`src/rtl/batch_issuer_pkg.sv`:
```
package batch_issuer_pkg;

   // Register budgets the issuer accepts.
   typedef enum logic [1:0] {
      BUDGET_2   = 2'd0,
      BUDGET_4   = 2'd1,
      BUDGET_8   = 2'd2,
      BUDGET_BAD = 2'd3
   } budget_e;

   typedef enum logic {
      SEQ_IDLE = 1'b0,
      SEQ_RUN  = 1'b1
   } seq_state_e;

   function automatic budget_e classify_budget(input logic [3:0] regs);
      budget_e b;
      case (regs)
         4'd2:    b = BUDGET_2;
         4'd4:    b = BUDGET_4;
         4'd8:    b = BUDGET_8;
         default: b = BUDGET_BAD;
      endcase
      return b;
   endfunction

endpackage

```
`src/rtl/batch_issuer_budget.sv`:
```
module batch_issuer_budget
   import batch_issuer_pkg::*;
#(
   parameter int RF_REGS    = 3520,
   parameter int QUAD_SIZE  = 4,
   parameter int PIPE_DEPTH = 220,
   parameter int INSTR_W    = 8,
   parameter int SLOT_W     = 9
) (
   input  logic [3:0]         regs_per_frag,
   input  logic [INSTR_W-1:0] instr_count,
   input  logic               tex_used,
   output logic [SLOT_W-1:0]  groups,
   output logic [SLOT_W-1:0]  round_len,
   output logic               cfg_ok
);

   localparam int GROUPS_2 = RF_REGS / (2 * QUAD_SIZE);
   localparam int GROUPS_4 = RF_REGS / (4 * QUAD_SIZE);
   localparam int GROUPS_8 = RF_REGS / (8 * QUAD_SIZE);

   budget_e budget;

   always_comb begin
      budget = classify_budget(regs_per_frag);
      cfg_ok = (budget != BUDGET_BAD) && (instr_count != '0);
      case (budget)
         BUDGET_2: groups = SLOT_W'(GROUPS_2);
         BUDGET_4: groups = SLOT_W'(GROUPS_4);
         BUDGET_8: groups = SLOT_W'(GROUPS_8);
         default:  groups = '0;
      endcase
   end

   // The round length is the group count, stretched to the pipeline
   // depth when texture latency has to be hidden.
   generate
      if (PIPE_DEPTH >= GROUPS_2) begin : g_depth_dominates
         // Every legal batch is at or below the depth: no compare needed.
         always_comb
            round_len = tex_used ? SLOT_W'(PIPE_DEPTH) : groups;
      end else begin : g_general
         always_comb begin
            if (tex_used && (groups < SLOT_W'(PIPE_DEPTH)))
               round_len = SLOT_W'(PIPE_DEPTH);
            else
               round_len = groups;
         end
      end
   endgenerate

endmodule

```
`src/rtl/batch_issuer_seq.sv`:
```
module batch_issuer_seq
   import batch_issuer_pkg::*;
#(
   parameter int INSTR_W = 8,
   parameter int SLOT_W  = 9
) (
   input  logic               clk,
   input  logic               rst_n,
   input  logic               start,
   input  logic               cfg_ok,
   input  logic [SLOT_W-1:0]  groups,
   input  logic [SLOT_W-1:0]  round_len,
   input  logic [INSTR_W-1:0] instr_count,
   output logic               accept,
   output logic               issue_vld,
   output logic               bubble,
   output logic [SLOT_W-1:0]  slot,
   output logic [INSTR_W-1:0] instr,
   output logic               busy,
   output logic               done,
   output logic               cfg_err
);

   seq_state_e         state_q;
   logic [SLOT_W-1:0]  slot_q;
   logic [SLOT_W-1:0]  groups_q;
   logic [SLOT_W-1:0]  round_q;
   logic [INSTR_W-1:0] instr_q;
   logic [INSTR_W-1:0] last_instr_q;
   logic               done_q;
   logic               err_q;
   logic               take;
   logic               final_issue;
   logic               round_end;

   assign take        = start && (state_q == SEQ_IDLE);
   assign accept      = take && cfg_ok;
   assign busy        = (state_q == SEQ_RUN);
   assign issue_vld   = busy && (slot_q < groups_q);
   assign bubble      = busy && (slot_q >= groups_q);
   assign final_issue = issue_vld && (slot_q == groups_q - SLOT_W'(1))
                        && (instr_q == last_instr_q);
   assign round_end   = (slot_q == round_q - SLOT_W'(1));
   assign slot        = slot_q;
   assign instr       = instr_q;
   assign done        = done_q;
   assign cfg_err     = err_q;

   always_ff @(posedge clk or negedge rst_n) begin
      if (!rst_n) begin
         state_q      <= SEQ_IDLE;
         slot_q       <= '0;
         groups_q     <= '0;
         round_q      <= '0;
         instr_q      <= '0;
         last_instr_q <= '0;
         done_q       <= 1'b0;
         err_q        <= 1'b0;
      end else if (take) begin
         done_q <= 1'b0;
         if (cfg_ok) begin
            state_q      <= SEQ_RUN;
            err_q        <= 1'b0;
            slot_q       <= '0;
            instr_q      <= '0;
            groups_q     <= groups;
            round_q      <= round_len;
            last_instr_q <= instr_count - INSTR_W'(1);
         end else begin
            err_q <= 1'b1;
         end
      end else if (busy) begin
         if (final_issue) begin
            state_q <= SEQ_IDLE;
            done_q  <= 1'b1;
         end else if (round_end) begin
            slot_q  <= '0;
            instr_q <= instr_q + INSTR_W'(1);
         end else begin
            slot_q <= slot_q + SLOT_W'(1);
         end
      end
   end


   grp_step_chk: assert property (@(posedge clk) disable iff (!rst_n)
      (issue_vld && (slot_q < groups_q - SLOT_W'(1)))
      |=> (issue_vld && (slot_q == $past(slot_q) + SLOT_W'(1))
           && (instr_q == $past(instr_q))));


   bubble_next_chk: assert property (@(posedge clk) disable iff (!rst_n)
      bubble |=> (bubble || (issue_vld && (slot_q == '0)
                             && (instr_q == $past(instr_q) + INSTR_W'(1)))));


   done_after_last_chk: assert property (@(posedge clk) disable iff (!rst_n)
      final_issue |=> (done && !busy && !issue_vld));


   reject_cfg_chk: assert property (@(posedge clk) disable iff (!rst_n)
      (take && !cfg_ok) |=> (err_q && !busy && !done_q));


   busy_start_ignored_chk: assert property (@(posedge clk) disable iff (!rst_n)
      (busy && start && !final_issue)
      |=> (busy && $stable(groups_q) && $stable(round_q) && $stable(last_instr_q)));


   first_issue_chk: assert property (@(posedge clk) disable iff (!rst_n)
      accept |=> (issue_vld && (slot_q == '0) && (instr_q == '0)));

endmodule

```
`src/rtl/batch_issuer_cnt.sv`:
```
module batch_issuer_cnt #(
   parameter int CNT_W    = 32,
   parameter bit SATURATE = 1'b1
) (
   input  logic             clk,
   input  logic             rst_n,
   input  logic             clr,
   input  logic             inc,
   output logic [CNT_W-1:0] value
);

   logic [CNT_W-1:0] value_q;
   logic             may_inc;

   generate
      if (SATURATE) begin : g_sat
         assign may_inc = inc && (value_q != {CNT_W{1'b1}});
      end else begin : g_wrap
         assign may_inc = inc;
      end
   endgenerate

   always_ff @(posedge clk or negedge rst_n) begin
      if (!rst_n)
         value_q <= '0;
      else if (clr)
         value_q <= '0;
      else if (may_inc)
         value_q <= value_q + CNT_W'(1);
   end

   assign value = value_q;


   cnt_step_chk: assert property (@(posedge clk) disable iff (!rst_n)
      (inc && !clr && (value_q != {CNT_W{1'b1}}))
      |=> (value_q == $past(value_q) + CNT_W'(1)));


   cnt_hold_chk: assert property (@(posedge clk) disable iff (!rst_n)
      (!inc && !clr) |=> $stable(value_q));

endmodule

```
`src/rtl/batch_issuer.sv`:
```
module batch_issuer
   import batch_issuer_pkg::*;
#(
   parameter int RF_REGS    = 3520,
   parameter int QUAD_SIZE  = 4,
   parameter int PIPE_DEPTH = 220,
   parameter int INSTR_W    = 8,
   parameter int CNT_W      = 32,
   parameter bit CNT_SAT    = 1'b1,
   parameter int GRP_W      = $clog2(RF_REGS / (2 * QUAD_SIZE) + 1)
) (
   input  logic               clk,
   input  logic               rst_n,
   input  logic               start,
   input  logic [3:0]         regs_per_frag,
   input  logic [INSTR_W-1:0] instr_count,
   input  logic               tex_used,
   output logic               issue_vld,
   output logic [GRP_W-1:0]   issue_group,
   output logic [INSTR_W-1:0] issue_instr,
   output logic               bubble,
   output logic               busy,
   output logic               done,
   output logic               cfg_err,
   output logic [CNT_W-1:0]   issue_cnt,
   output logic [CNT_W-1:0]   bubble_cnt
);

   localparam int DEPTH_W = $clog2(PIPE_DEPTH + 1);
   localparam int SLOT_W  = (GRP_W > DEPTH_W) ? GRP_W : DEPTH_W;

   // Elaboration-time parameter checks
   generate
      if (RF_REGS % (8 * QUAD_SIZE) != 0) begin : g_bad_rf
         $error("RF_REGS must divide evenly by 8 * QUAD_SIZE");
      end
      if (PIPE_DEPTH < 1) begin : g_bad_depth
         $error("PIPE_DEPTH must be at least 1");
      end
      if (QUAD_SIZE < 1) begin : g_bad_quad
         $error("QUAD_SIZE must be at least 1");
      end
      if (INSTR_W < 1 || CNT_W < 2) begin : g_bad_width
         $error("INSTR_W and CNT_W are too narrow");
      end
      if ((1 << GRP_W) <= RF_REGS / (2 * QUAD_SIZE)) begin : g_bad_grp
         $error("GRP_W cannot hold the largest group index");
      end
   endgenerate

   logic [SLOT_W-1:0] groups;
   logic [SLOT_W-1:0] round_len;
   logic              cfg_ok;
   logic              accept;
   logic [SLOT_W-1:0] slot;

   batch_issuer_budget #(
      .RF_REGS    (RF_REGS),
      .QUAD_SIZE  (QUAD_SIZE),
      .PIPE_DEPTH (PIPE_DEPTH),
      .INSTR_W    (INSTR_W),
      .SLOT_W     (SLOT_W)
   ) u_budget (
      .regs_per_frag (regs_per_frag),
      .instr_count   (instr_count),
      .tex_used      (tex_used),
      .groups        (groups),
      .round_len     (round_len),
      .cfg_ok        (cfg_ok)
   );

   batch_issuer_seq #(
      .INSTR_W (INSTR_W),
      .SLOT_W  (SLOT_W)
   ) u_seq (
      .clk         (clk),
      .rst_n       (rst_n),
      .start       (start),
      .cfg_ok      (cfg_ok),
      .groups      (groups),
      .round_len   (round_len),
      .instr_count (instr_count),
      .accept      (accept),
      .issue_vld   (issue_vld),
      .bubble      (bubble),
      .slot        (slot),
      .instr       (issue_instr),
      .busy        (busy),
      .done        (done),
      .cfg_err     (cfg_err)
   );

   assign issue_group = slot[GRP_W-1:0];

   batch_issuer_cnt #(
      .CNT_W    (CNT_W),
      .SATURATE (CNT_SAT)
   ) u_issue_cnt (
      .clk   (clk),
      .rst_n (rst_n),
      .clr   (accept),
      .inc   (issue_vld),
      .value (issue_cnt)
   );

   batch_issuer_cnt #(
      .CNT_W    (CNT_W),
      .SATURATE (CNT_SAT)
   ) u_bubble_cnt (
      .clk   (clk),
      .rst_n (rst_n),
      .clr   (accept),
      .inc   (bubble),
      .value (bubble_cnt)
   );


   done_idle_chk: assert property (@(posedge clk) disable iff (!rst_n)
      done |-> (!busy && !issue_vld && !bubble));


   cnt_clear_chk: assert property (@(posedge clk) disable iff (!rst_n)
      accept |=> ((issue_cnt == '0) && (bubble_cnt == '0)));


   reset_idle_chk: assert property (@(posedge clk)
      !rst_n |-> (!busy && !done && !cfg_err && !issue_vld && !bubble));

endmodule

```
`config.mk`:
```
export PLATFORM = sky130hd
export DESIGN_NAME = batch_issuer
export DESIGN_NICKNAME = d
export VERILOG_FILES = /design/src/rtl/batch_issuer_pkg.sv /design/src/rtl/batch_issuer_budget.sv /design/src/rtl/batch_issuer_seq.sv /design/src/rtl/batch_issuer_cnt.sv /design/src/rtl/batch_issuer.sv
export SDC_FILE = /design/constraint.sdc
export NUM_CORES = 1
export LEC_CHECK = 0
export BUFFER_PORTS_ARGS = -buffer_cell sky130_fd_sc_hd__buf_2
export CORE_MARGIN = 2
export CORE_UTILIZATION = 55
export CTS_BUF_LIST = sky130_fd_sc_hd__clkbuf_4 sky130_fd_sc_hd__clkbuf_8
export DETAILED_ROUTE_END_ITERATION = 10
export PLACE_DENSITY = 0.82
export SKIP_CTS_REPAIR_TIMING = 1
export SLEW_MARGIN = 10
export SYNTH_ARGS = -nofsm -noshare
export SYNTH_HDL_FRONTEND = slang
export SYNTH_HIERARCHICAL = 1
export SYNTH_SLANG_ARGS = --single-unit
export TNS_END_PERCENT = 50
```
`constraint.sdc`:
```
create_clock -name clk -period 4.58 [get_ports clk]
set_clock_uncertainty 0.15 [all_clocks]
set_input_delay 0.916 -clock clk [delete_from_list [all_inputs] [get_ports clk]]
set_output_delay 0.916 -clock clk [all_outputs]
set_load 0.02 [all_outputs]
```
==> flow_summary.ini <==
[power_and_ir_drop]
clockPowerShare = 0.131
p_leak_nw = 3.61
power.switching_mw = 2.04
pwr-share-seq = 0.407
peakVddDrop_v = 0.000240
combPwrFrac = 0.463
p_int_mw = 2.35
p_total_mw = 4.39
swShare = 0.464
powerDensity_nw_per_um2 = 563

[synth]
synthFlopType = dfrtp_1
synth_mux_area_frac = 0.0291
ys_warn_count = 6
async_flop_share = 1.00
synth_compound_area_frac = 0.150
syn_area_um2 = 7020
syn_area_per_cell_um2 = 9.08
synth_top_area_frac = 0.392
yosys.area_share.simple = 0.267
ys_seq_area_frac = 0.392
synthAdderAreaFrac = 0.0335
ys_ff_latch = 110
synthXorXnorAreaFrac = 0.0774
netlist-cell-type-count = 78
yosys-top-cells-area = dfrtp_1, xnor2_1, nand2_1
synth_edf_count = 0
syn_inst = 773
synth_top_family_by_area = simple AND/OR/NAND/NOR gates
synth_area_leader_cell = dfrtp_1

[place]
hpwl_um = 11800
dp_cells = 1021
io_buffers = 101
post_dp_cell_area_um2 = 7620
place.gp.congestion = 0.898

[job]
cap_viol_max_count = 0

[sta]
rsz0062_at_grt = false
finalCritPeriodShare = 0.817
tightest_slew_ns = 0.793
slew_headroom = 0.471
setup_viol = 0
fin_tns_setup_ns = 0
finalCriticalPeriod_ns = 3.74
max_clock_freq_mhz = 267
slew_viol_final = 0
hold_viol = 0

[critical_path]
path_cells = ha_1 > and3_1 > o21ai_0 > a32oi_1 > a21oi_1 > nor2b_1 > and3_1 > nand4_1 > a21o_1 > nor4_1 > mux2_2
cp_num_buf_inv = 0
path_class = register to register
cpMostUsedCell = and3_1
crit_arrival_ns = 3.88
crit_path_top_delay_cell = dfrtp_1
r2r-end = u_bubble_cnt/value[31]
slowest_delay_ns = 0.52
r2r_slack_ns = 0.84
crit_cells = 11
crit_path_max_fanout = 19
r2r-start = u_seq/slot[4]
required_ns = 4.72
startpoint = u_seq/slot[4]
path_delay_family = simple AND/OR/NAND/NOR gates
endpoint = u_bubble_cnt/value[31]
r2r_cells = 11
start_kind = register
end_kind = register

[final_layout]
design_area_um2 = 7800
fin_util = 0.623
diodes = 0
area_growth_pct = 11.2
nets = 894
instances_no_fill = 1037
drive_above_1_share = 0.202

[floorplan]
num_io_pins = 102
die_w_um = 117
die_h_um = 117
core_area_um2 = 12500
die_area_um2 = 13700
num_rows = 41
start_util = 0.561

[clocking]
cts-root-buf = clkbuf_8
cts_buffers = 9
htree_levels = 3
cts_buffer_depth = 2
cts_tree = built
clock-sinks = 110
clk_latency_ns = 0.39
clk_pin_slew_ns = 0.11

[drt]
detail_route.wl_per_cell_um = 15.7
drcViolationCount = 0
detail_route.first_pass.iterations = 4
drtIter0Drc = 454
vias = 5987
detail-route-antenna-nets = 0
drt-total-wl_um = 16200
viasPerCell = 5.77

[hold_path]
min_path_type = register to register

[global_route]
grt-ovfl-total = 0
antenna_found_initial = 0
first_global_vias = 5626
grt_max_degree = 63
grt_pass1_wl_um = 27100
grt_usage = 0.249

[run_status]
status = finished clean
==> power by group through the flow <==
stage / clock [mW] / combinational (mW) / sequential, mW
2_1_floorplan: 0 / 1.23 / 1.95
3_3_place_gp: 0 / 1.97 / 1.79
3_5_place_dp: 0 / 2.02 / 1.80
4_1_cts: 0.583 / 2.03 / 1.78
5_1_grt: 0.621 / 2.25 / 1.85
6_report: 0.574 / 2.03 / 1.79
==> metal layers <==
metal	track usage	share of wire	vias to the layer above
met1	0.335	0.45	2890
met4	0.104	0.024	0
met3	0.0417	0.049	28
met5	0	0	-
li1	-	-	2923
met2	0.403	0.48	146
==> through the flow <==
stage          worst slack [ns]  hold slack [ns]
3_5_place_dp              0.828            0.321
5_1_grt                   0.613            0.377
4_1_cts                   0.903            0.363
6_report                  0.839            0.358
2_1_floorplan             0.932            0.315
3_3_place_gp              0.905            0.329
==> flip-flops by register name (all words and copies together), names as in the netlist, 8 cells and up <==
register            count
u_seq/round_q           9
u_seq/slot              9
u_issue_cnt/value      32
u_seq/instr             8
u_bubble_cnt/value     32
u_seq/last_instr_q      8
u_seq/groups_q          9
==> synth_stat cells, types with 6 or more instances <==
cell type and instances:
a211oi_1 13, a21o_1 10, a21oi_1 31, a22o_1 6, and2_1 6, and3_1 23, buf_4 9, clkbuf_1 14
dfrtp_1 110, ha_1 18, inv_1 39, mux2_2 10, nand2_1 74, nand2b_1 11, nand3_1 32, nand4_1 17
nor2_1 74, nor2b_1 17, nor3_1 16, nor4_1 13, o21ai_0 38, o31ai_1 7, or3_1 13, or4_1 7
xnor2_1 35, xor2_1 27
==> cells in the final DEF (no fill, tap or decap), drive strengths merged, types with 3 or more instances in the layout <==
cell type,netlist,routed
a31oi,7,7
a31o,5,5
clkbuf,14,12
xnor2,35,35
a21oi,33,33
o211a,3,3
and2,7,7
nor2,74,74
nor4,19,19
xor2,27,27
dfrtp,110,110
a41o,4,4
nor3,18,18
or3,13,13
clkinvlp,0,3
nand4,19,19
o31ai,8,8
nand2,75,75
mux2,13,13
a2111oi,3,3
nand3,35,35
a21o,10,10
or4,8,8
nand2b,11,11
a22o,6,6
nand3b,4,4
ha,18,18
nor2b,17,17
and3,25,25
a211oi,14,14
inv,41,41
o21ai,40,40
buf,20,109
and4,4,4
mux2i,5,5
==> tightest hold or removal path: stages (launching register included) <==
cell and delay [ns]:
dfrtp_1 0.37, nand2_1 0.05, o21ai_0 0.06
==> how the worst min path moves through the flow <==
stage | from | end | slack (ns) | cells past startpoint
after floorplan | u_seq/round_q[8] | u_seq/round_q[8] | 0.32 | 2
after global placement | u_seq/round_q[8] | u_seq/round_q[8] | 0.33 | 2
after detailed placement | u_seq/cfg_err | u_seq/cfg_err | 0.32 | 2
after CTS | u_seq/cfg_err | u_seq/cfg_err | 0.36 | 2
after global routing | u_seq/cfg_err | u_seq/cfg_err | 0.38 | 2
final | u_seq/last_instr_q[4] | u_seq/last_instr_q[4] | 0.36 | 2
==> final cells by class <==
| type | instances | area [um2] |
|---|---|---|
| Clock buffer | 12 | 153 |
| Clock inverter | 4 | 31.3 |
| Fill cell | 1138 | 4710 |
| Inverter | 41 | 155 |
| Multi-Input combinational cell | 589 | 3920 |
| Sequential cell | 110 | 2750 |
| Tap cell | 172 | 215 |
| Timing Repair Buffer | 109 | 581 |
==> cell families after synthesis <==
| kind of cell | Yosys count |
|---|---|
| compound gates | 148 |
| fa+ha+maj | 19 |
| buf+inv | 75 |
| flops | 110 |
| mux | 18 |
| other cells | 1 |
| simple gates | 340 |
| xor+xnor | 62 |
No activity file was read; power rests on OpenSTA's default activity.
